### config.mk
export PLATFORM = sky130hd
export DESIGN_NAME = flash_ctl_regs
export DESIGN_NICKNAME = d
export VERILOG_FILES = /design/src/rtl/spifc_pkg.sv /design/src/rtl/fcr_decode.sv /design/src/rtl/fcr_regfile.sv /design/src/rtl/fcr_csel.sv /design/src/rtl/flash_ctl_regs.sv
export SDC_FILE = /design/constraint.sdc
export NUM_CORES = 2
export LEC_CHECK = 0
export BUFFER_PORTS_ARGS = -buffer_cell sky130_fd_sc_hd__buf_2
export CELL_PAD_IN_SITES_DETAIL_PLACEMENT = 1
export CELL_PAD_IN_SITES_GLOBAL_PLACEMENT = 1
export CORE_UTILIZATION = 54
export CTS_BUF_LIST = sky130_fd_sc_hd__clkbuf_8 sky130_fd_sc_hd__clkbuf_16
export DETAILED_ROUTE_END_ITERATION = 12
export PLACE_DENSITY_LB_ADDON = 0.1
export SYNTH_ARGS = -nofsm -noshare
export SYNTH_HDL_FRONTEND = slang
export SYNTH_SLANG_ARGS = --single-unit
### constraint.sdc
create_clock -name clk -period 1.9 [get_ports clk]
set_input_delay 0.38 -clock clk [delete_from_list [all_inputs] [get_ports clk]]
set_output_delay 0.38 -clock clk [all_outputs]
set_load 0.02 [all_outputs]
### src/rtl/spifc_pkg.sv
package spifc_pkg;

    localparam int REG_COUNT = 64;
    localparam int DATA_W    = 32;
    localparam int CS_MAX    = 5;
    localparam int STOP_BIT  = 2;
    localparam int IDX_W     = $clog2(REG_COUNT);

    typedef enum logic {
        MAP_MULTI  = 1'b0,
        MAP_SINGLE = 1'b1
    } map_e;

    function automatic int ctrl_index(map_e m);
        return (m == MAP_MULTI) ? 4 : 1;
    endfunction

    function automatic int dev_limit(map_e m);
        return (m == MAP_MULTI) ? CS_MAX : 1;
    endfunction

    function automatic int clamp_devs(map_e m, int req);
        int lim;
        lim = dev_limit(m);
        if (req < 1)   return 1;
        if (req > lim) return lim;
        return req;
    endfunction

endpackage

### src/rtl/fcr_decode.sv
module fcr_decode
    import spifc_pkg::*;
#(
    parameter int ADDR_W    = 10,
    parameter int CTRL_BASE = 4,
    parameter int NDEV      = 5
) (
    input  logic              sel,
    input  logic              we,
    input  logic [ADDR_W-1:0] addr,
    output logic [IDX_W-1:0]  idx,
    output logic              in_range,
    output logic              wr_en,
    output logic              rd_en,
    output logic              wr_ctrl,
    output logic [NDEV-1:0]   ctrl_hit
);

    always_comb begin
        idx      = addr[IDX_W+1:2];
        in_range = (addr >> (IDX_W + 2)) == '0;
        wr_en    = sel && we && in_range;
        rd_en    = sel && !we;
    end

    for (genvar i = 0; i < NDEV; i++) begin : g_hit
        assign ctrl_hit[i] = wr_en && (idx == IDX_W'(CTRL_BASE + i));
    end

    assign wr_ctrl = |ctrl_hit;

endmodule

### src/rtl/fcr_regfile.sv
module fcr_regfile
    import spifc_pkg::*;
#(
    parameter int CTRL_BASE = 4,
    parameter int NDEV      = 5
) (
    input  logic              clk,
    input  logic              rst_n,
    input  logic              wr_en,
    input  logic              rd_en,
    input  logic              in_range,
    input  logic [IDX_W-1:0]  idx,
    input  logic [DATA_W-1:0] wdata,
    output logic [DATA_W-1:0] rdata,
    output logic [NDEV-1:0]   stop
);

    typedef struct packed {
        logic [REG_COUNT-1:0][DATA_W-1:0] mem;
        logic [DATA_W-1:0]                rdata;
    } rf_t;

    rf_t st_d, st_q;

    function automatic rf_t rf_reset();
        rf_t r;
        r = '0;
        for (int i = 0; i < NDEV; i++) r.mem[CTRL_BASE + i][STOP_BIT] = 1'b1;
        return r;
    endfunction

    always_comb begin
        st_d = st_q;
        if (wr_en) st_d.mem[idx] = wdata;
        if (rd_en) st_d.rdata = in_range ? st_q.mem[idx] : '0;
    end

    always_ff @(posedge clk or negedge rst_n) begin
        if (!rst_n) st_q <= rf_reset();
        else        st_q <= st_d;
    end

    assign rdata = st_q.rdata;

    for (genvar i = 0; i < NDEV; i++) begin : g_stop
        assign stop[i] = st_q.mem[CTRL_BASE + i][STOP_BIT];
    end

endmodule

### src/rtl/fcr_csel.sv
module fcr_csel
    import spifc_pkg::*;
#(
    parameter int NDEV = 5
) (
    input  logic              clk,
    input  logic              rst_n,
    input  logic              wr_ctrl,
    input  logic [NDEV-1:0]   stop,
    output logic [CS_MAX-1:0] cs_n
);

    typedef struct packed {
        logic              upd;
        logic [CS_MAX-1:0] cs;
    } cs_t;

    cs_t st_d, st_q;
    logic [CS_MAX-1:0] level;

    for (genvar i = 0; i < CS_MAX; i++) begin : g_lvl
        if (i < NDEV) begin : g_used
            assign level[i] = stop[i];
        end else begin : g_idle
            assign level[i] = 1'b1;
        end
    end

    always_comb begin
        st_d     = st_q;
        st_d.upd = wr_ctrl;
        if (st_q.upd) st_d.cs = level;
    end

    always_ff @(posedge clk or negedge rst_n) begin
        if (!rst_n) st_q <= '{upd: 1'b0, cs: '1};
        else        st_q <= st_d;
    end

    assign cs_n = st_q.cs;

endmodule

### src/rtl/flash_ctl_regs.sv
module flash_ctl_regs
    import spifc_pkg::*;
#(
    parameter map_e MAP     = MAP_MULTI,
    parameter int   DEV_REQ = 5,
    parameter int   ADDR_W  = 10
) (
    input  logic              clk,
    input  logic              rst_n,
    input  logic              bus_sel,
    input  logic              bus_we,
    input  logic [ADDR_W-1:0] bus_addr,
    input  logic [DATA_W-1:0] bus_wdata,
    output logic [DATA_W-1:0] bus_rdata,
    output logic [CS_MAX-1:0] cs_n
);

    localparam int NDEV      = clamp_devs(MAP, DEV_REQ);
    localparam int CTRL_BASE = ctrl_index(MAP);

    logic [IDX_W-1:0] idx;
    logic             in_range, wr_en, rd_en, wr_ctrl;
    logic [NDEV-1:0]  ctrl_hit;
    logic [NDEV-1:0]  stop;

    fcr_decode #(.ADDR_W(ADDR_W), .CTRL_BASE(CTRL_BASE), .NDEV(NDEV)) u_dec (
        .sel(bus_sel), .we(bus_we), .addr(bus_addr),
        .idx(idx), .in_range(in_range), .wr_en(wr_en), .rd_en(rd_en),
        .wr_ctrl(wr_ctrl), .ctrl_hit(ctrl_hit)
    );

    fcr_regfile #(.CTRL_BASE(CTRL_BASE), .NDEV(NDEV)) u_rf (
        .clk(clk), .rst_n(rst_n), .wr_en(wr_en), .rd_en(rd_en),
        .in_range(in_range), .idx(idx), .wdata(bus_wdata),
        .rdata(bus_rdata), .stop(stop)
    );

    fcr_csel #(.NDEV(NDEV)) u_cs (
        .clk(clk), .rst_n(rst_n), .wr_ctrl(wr_ctrl), .stop(stop), .cs_n(cs_n)
    );

    // reads beyond the register space return zero
    a_r3_oob_read_zero: assert property (@(posedge clk) disable iff (!rst_n)
        (bus_sel && !bus_we && (bus_addr >> (IDX_W + 2)) != '0) |=> bus_rdata == '0);

    // a chip-select change needs a control write two edges earlier
    a_r7_cs_needs_ctrl_write: assert property (@(posedge clk) disable iff (!rst_n)
        (cs_n != $past(cs_n)) |-> $past(wr_ctrl, 2));

    for (genvar i = 0; i < CS_MAX; i++) begin : g_chk
        if (i < NDEV) begin : g_used
            // the written stop bit reaches cs_n one edge after the write lands
            a_r4_cs_follows_stop: assert property (@(posedge clk) disable iff (!rst_n)
                ctrl_hit[i] |-> ##2 (cs_n[i] == $past(bus_wdata[STOP_BIT], 2)));
        end else begin : g_idle
            // lines beyond the device count stay high
            a_r8_unused_high: assert property (@(posedge clk) disable iff (!rst_n)
                cs_n[i] == 1'b1);
        end
    end

endmodule

==> key figures <==
Route
  – TritonRoute pass-1 iters: 5
  – Post-Route WL: 314000 um
  – DR vias: 61300
  – Post-route ant nets: 0
  – Starting DRT DRC Count: 4827
  – Drt wl/cell: 32.9 um
  – DRC: 0
  – Vias per cell: 6.42

STA
  – RSZ-0062 raised after global routing: yes
  – Tcrit/Tclk final: 1.02
  – Hold Vio Cnt, Final: 0
  – Setup Viol. Count Final: 6
  – Pins over their slew limit: 0
  – Worst Clk Skew: approximately 38 ps
  – Fin crit period: 1940 ps
  – Final Hold Slack: 101 ps
  – Fmax: 515 MHz
  – Rel. slew slack: 0.0969
  – Slew @ Worst Pin: 1350 ps
  – Smallest setup slack after layout: -41.2 ps

Pwr
  – Sw Share: 0.244
  – P_sw: 23.8 mW
  – Int Power: 73.8 mW
  – Flop pwr share: 0.475
  – VDD IR-drop max: between 0.7 and 0.8 mV
  – Clock power frac: 0.445
  – Overall power: around 100 mW
  – Power Density: 879 nW/um2
  – Pleak: 56.0 nW
  – Combinational power share: 0.080

Placed design
  – Pre-CTS setup slack: -756 ps
  – Routability cong.: 0.838
  – Area post-placement: around 100000 um2
  – I/O Buffers: 80
  – DP HPWL: 199000 um

Die
  – Die Wd: 422 um
  – Initial Util: 0.546
  – Core ar.: 175000 um2
  – Die ar.: approximately 180000 um2
  – Top Ports: a little over 80
  – Number of cell rows: 153
  – Die height: 422 um

Outcome
  – Outcome: complete, but fails checks
  – Failing checks: negative setup slack

Critical path
  – Crit. End Element: output port
  – Buf/Inv on CP: 1
  – Slowest-stage cell, CP: dfrtp_2
  – Crit Path Category: reg -> out
  – CP top delay family: flip-flops
  – WP data required: 1520 ps
  – Crit path largest cell delay: 510 ps
  – R2r setup slk: approximately 60 ps
  – Critical-path cell list: buf_6
  – Crit Path Max Fanout: 2
  – CP Launch Type: flip-flop
  – Worst Path Arrival: 1560 ps

Clocking
  – Clk sink count: approximately 2100
  – Root Buffer: clkbuf_16
  – CTS tree: built
  – Clock slew at reported path FFs: approximately 60 ps
  – Num CTS Buffers: 216
  – CTS max path bufs: 3
  – H-tree levels: 4
  – Worst-Skew Late Latency: just under 900 ps

Logic synthesis
  – Post-synth ARST share: 1.00
  – Mapped Nets: 6890
  – Cell variety after synth: 36
  – Cell taking the most area after synthesis: dfrtp_1
  – Post-synth EDFFs: 0
  – Synthesized flop and latch total: 2086
  – Main synth FF type: dfrtp_1
  – Ys Warns: 0
  – Top post-synthesis cells by area: dfrtp_1, mux2_2, mux2i_1, a22oi_1, mux4_2
  – Yosys top cell area share: 0.545
  – Cell count after synthesis: between 6000 and 7000
  – Mapped Area: about 95000 um2
  – Syn Area/Cell: 13.9 um2
  – Register area share after synthesis: 0.548

Final layout
  – Layout fillers: 15800
  – Leading cell type in the layout, fill and taps excluded: dfrtp_1
  – Most frequent cells in the layout: dfrtp_1, mux2_2, mux2i_1, a22oi_1, buf_4
  – Layout cell share with drive strength beyond 1: 0.445
  – Final Util: 0.636
  – Post-route cell area: approximately 110000 um2
  – Synth-to-layout area growth: 16.5%
  – Final #Nets: 7089

Flow run
  – Max_cap viols: 0

GRT
  – Largest net degree at the start of global routing: 81
  – Vias in the first global route: ~70000
  – Gr usage total: 0.356
  – Initial antenna violation count: 12
  – Total gr overflow: 0
  – First-pass GRT wire length: 471000 um

Min path
  – Worst hold path class: in -> reg
-- sequential cells by signal, summed over array words and instances, names as in the netlist --
| signal | flops |
|---|---|
| u_cs.st_q | 1 |
| u_rf.st_q | 2043 |
| u_cs.cs_n | 5 |
| u_rf.stop | 5 |
| u_rf.rdata | 32 |
-- area by class of cell --
cell class / count / area, um2 / area share
flip-flops and latches: 2086 / 52200 / 0.470
clock buffers: 288 / 6440 / 0.0580
clock inverters: 107 / 855 / 0.00770
diodes: 4 / 10.0 / 0.0000901
multi-input cells: 4041 / 40200 / 0.362
well taps: 2325 / 2910 / 0.0262
repair buffers: 698 / 8420 / 0.0758
-- cells by family (layout without fill, tap and decap cells) --
group	Yosys count	after routing	synth area share
buffers and inverters	717	1093	0.0350
multiplexers	3013	3013	0.352
AO/OA/AOI/OAI	545	545	0.0412
AND/OR/NAND/NOR	483	483	0.0247
other	0	4	0
flip-flops	2086	2086	0.548
-- final timing paths --
path / from / to / cells past startpoint
min in group asynchronous: rst_n / u_rf.st_q[74]$_DFFE_PN0P_ / 3
max in group asynchronous: rst_n / u_rf.st_q[1342]$_DFFE_PN0P_ / 5
hold / removal: bus_addr[8] / u_rf.rdata[25]$_DFFE_PN0P_ / 4
setup / recovery: u_rf.rdata[0]$_DFFE_PN0P_ / bus_rdata[0] / 1
setup reg to reg: u_rf.st_q[466]$_DFFE_PN0P_ / u_rf.rdata[18]$_DFFE_PN0P_ / 6
hold reg to reg: u_rf.st_q[57]$_DFFE_PN0P_ / u_rf.st_q[57]$_DFFE_PN0P_ / 1
-- synthesized netlist by cell type, drive strengths merged, types with 2 or more instances --
cell / count
or3b: 3
a2bb2oi: 61
nor2: 70
a221oi: 3
nand3: 195
nor3: 2
nand4: 65
nor2b: 4
a22oi: 384
mux2: 2053
mux4: 64
or3: 2
buf: 410
nand2b: 2
clkbuf: 307
nand2: 130
dfstp: 10
nand3b: 3
a21oi: 61
mux2i: 896
nor3b: 3
dfrtp: 2076
o21ai: 35
-- stage by stage --
step                std cells   TNS, ps
floorplan                6844    -29230
global placement         9144  -1044120
global route             9547      -360
finish                   9549      -107
detailed placement       9144  -1060790
CTS                      9545      -716
-- timing repair --
item / in CTS / in global routing
pin swaps: 0 / 3
hold endpoints to repair: 1700 / 0
setup buffers: 4 / 0
hold buffers: 2 / 0
endpoints found under the setup margin: 29 / 16
resized for setup: 72 / 3
-- metal layers --
metal  GRT usage  up-vias  part of all wire
met5           0        -           0.00013
met4       0.148        6             0.044
met3      0.0530      686             0.050
met2       0.579     1758              0.48
met1       0.478    33600              0.42
li1            -    25300                 -
-- power by group through the flow --
stage | logic [mW] | clock network (mW) | registers (mW)
6_report | 7.82 | 43.4 | 46.4
5_1_grt | 8.33 | 45.5 | 46.5
4_1_cts | 7.84 | 43.8 | 46.4
3_5_place_dp | 7.71 | 0 | 47.1
3_3_place_gp | 7.49 | 0 | 47.0
2_1_floorplan | 4.09 | 0 | 46.9
Note: power is estimated with default switching activity, not from simulation.
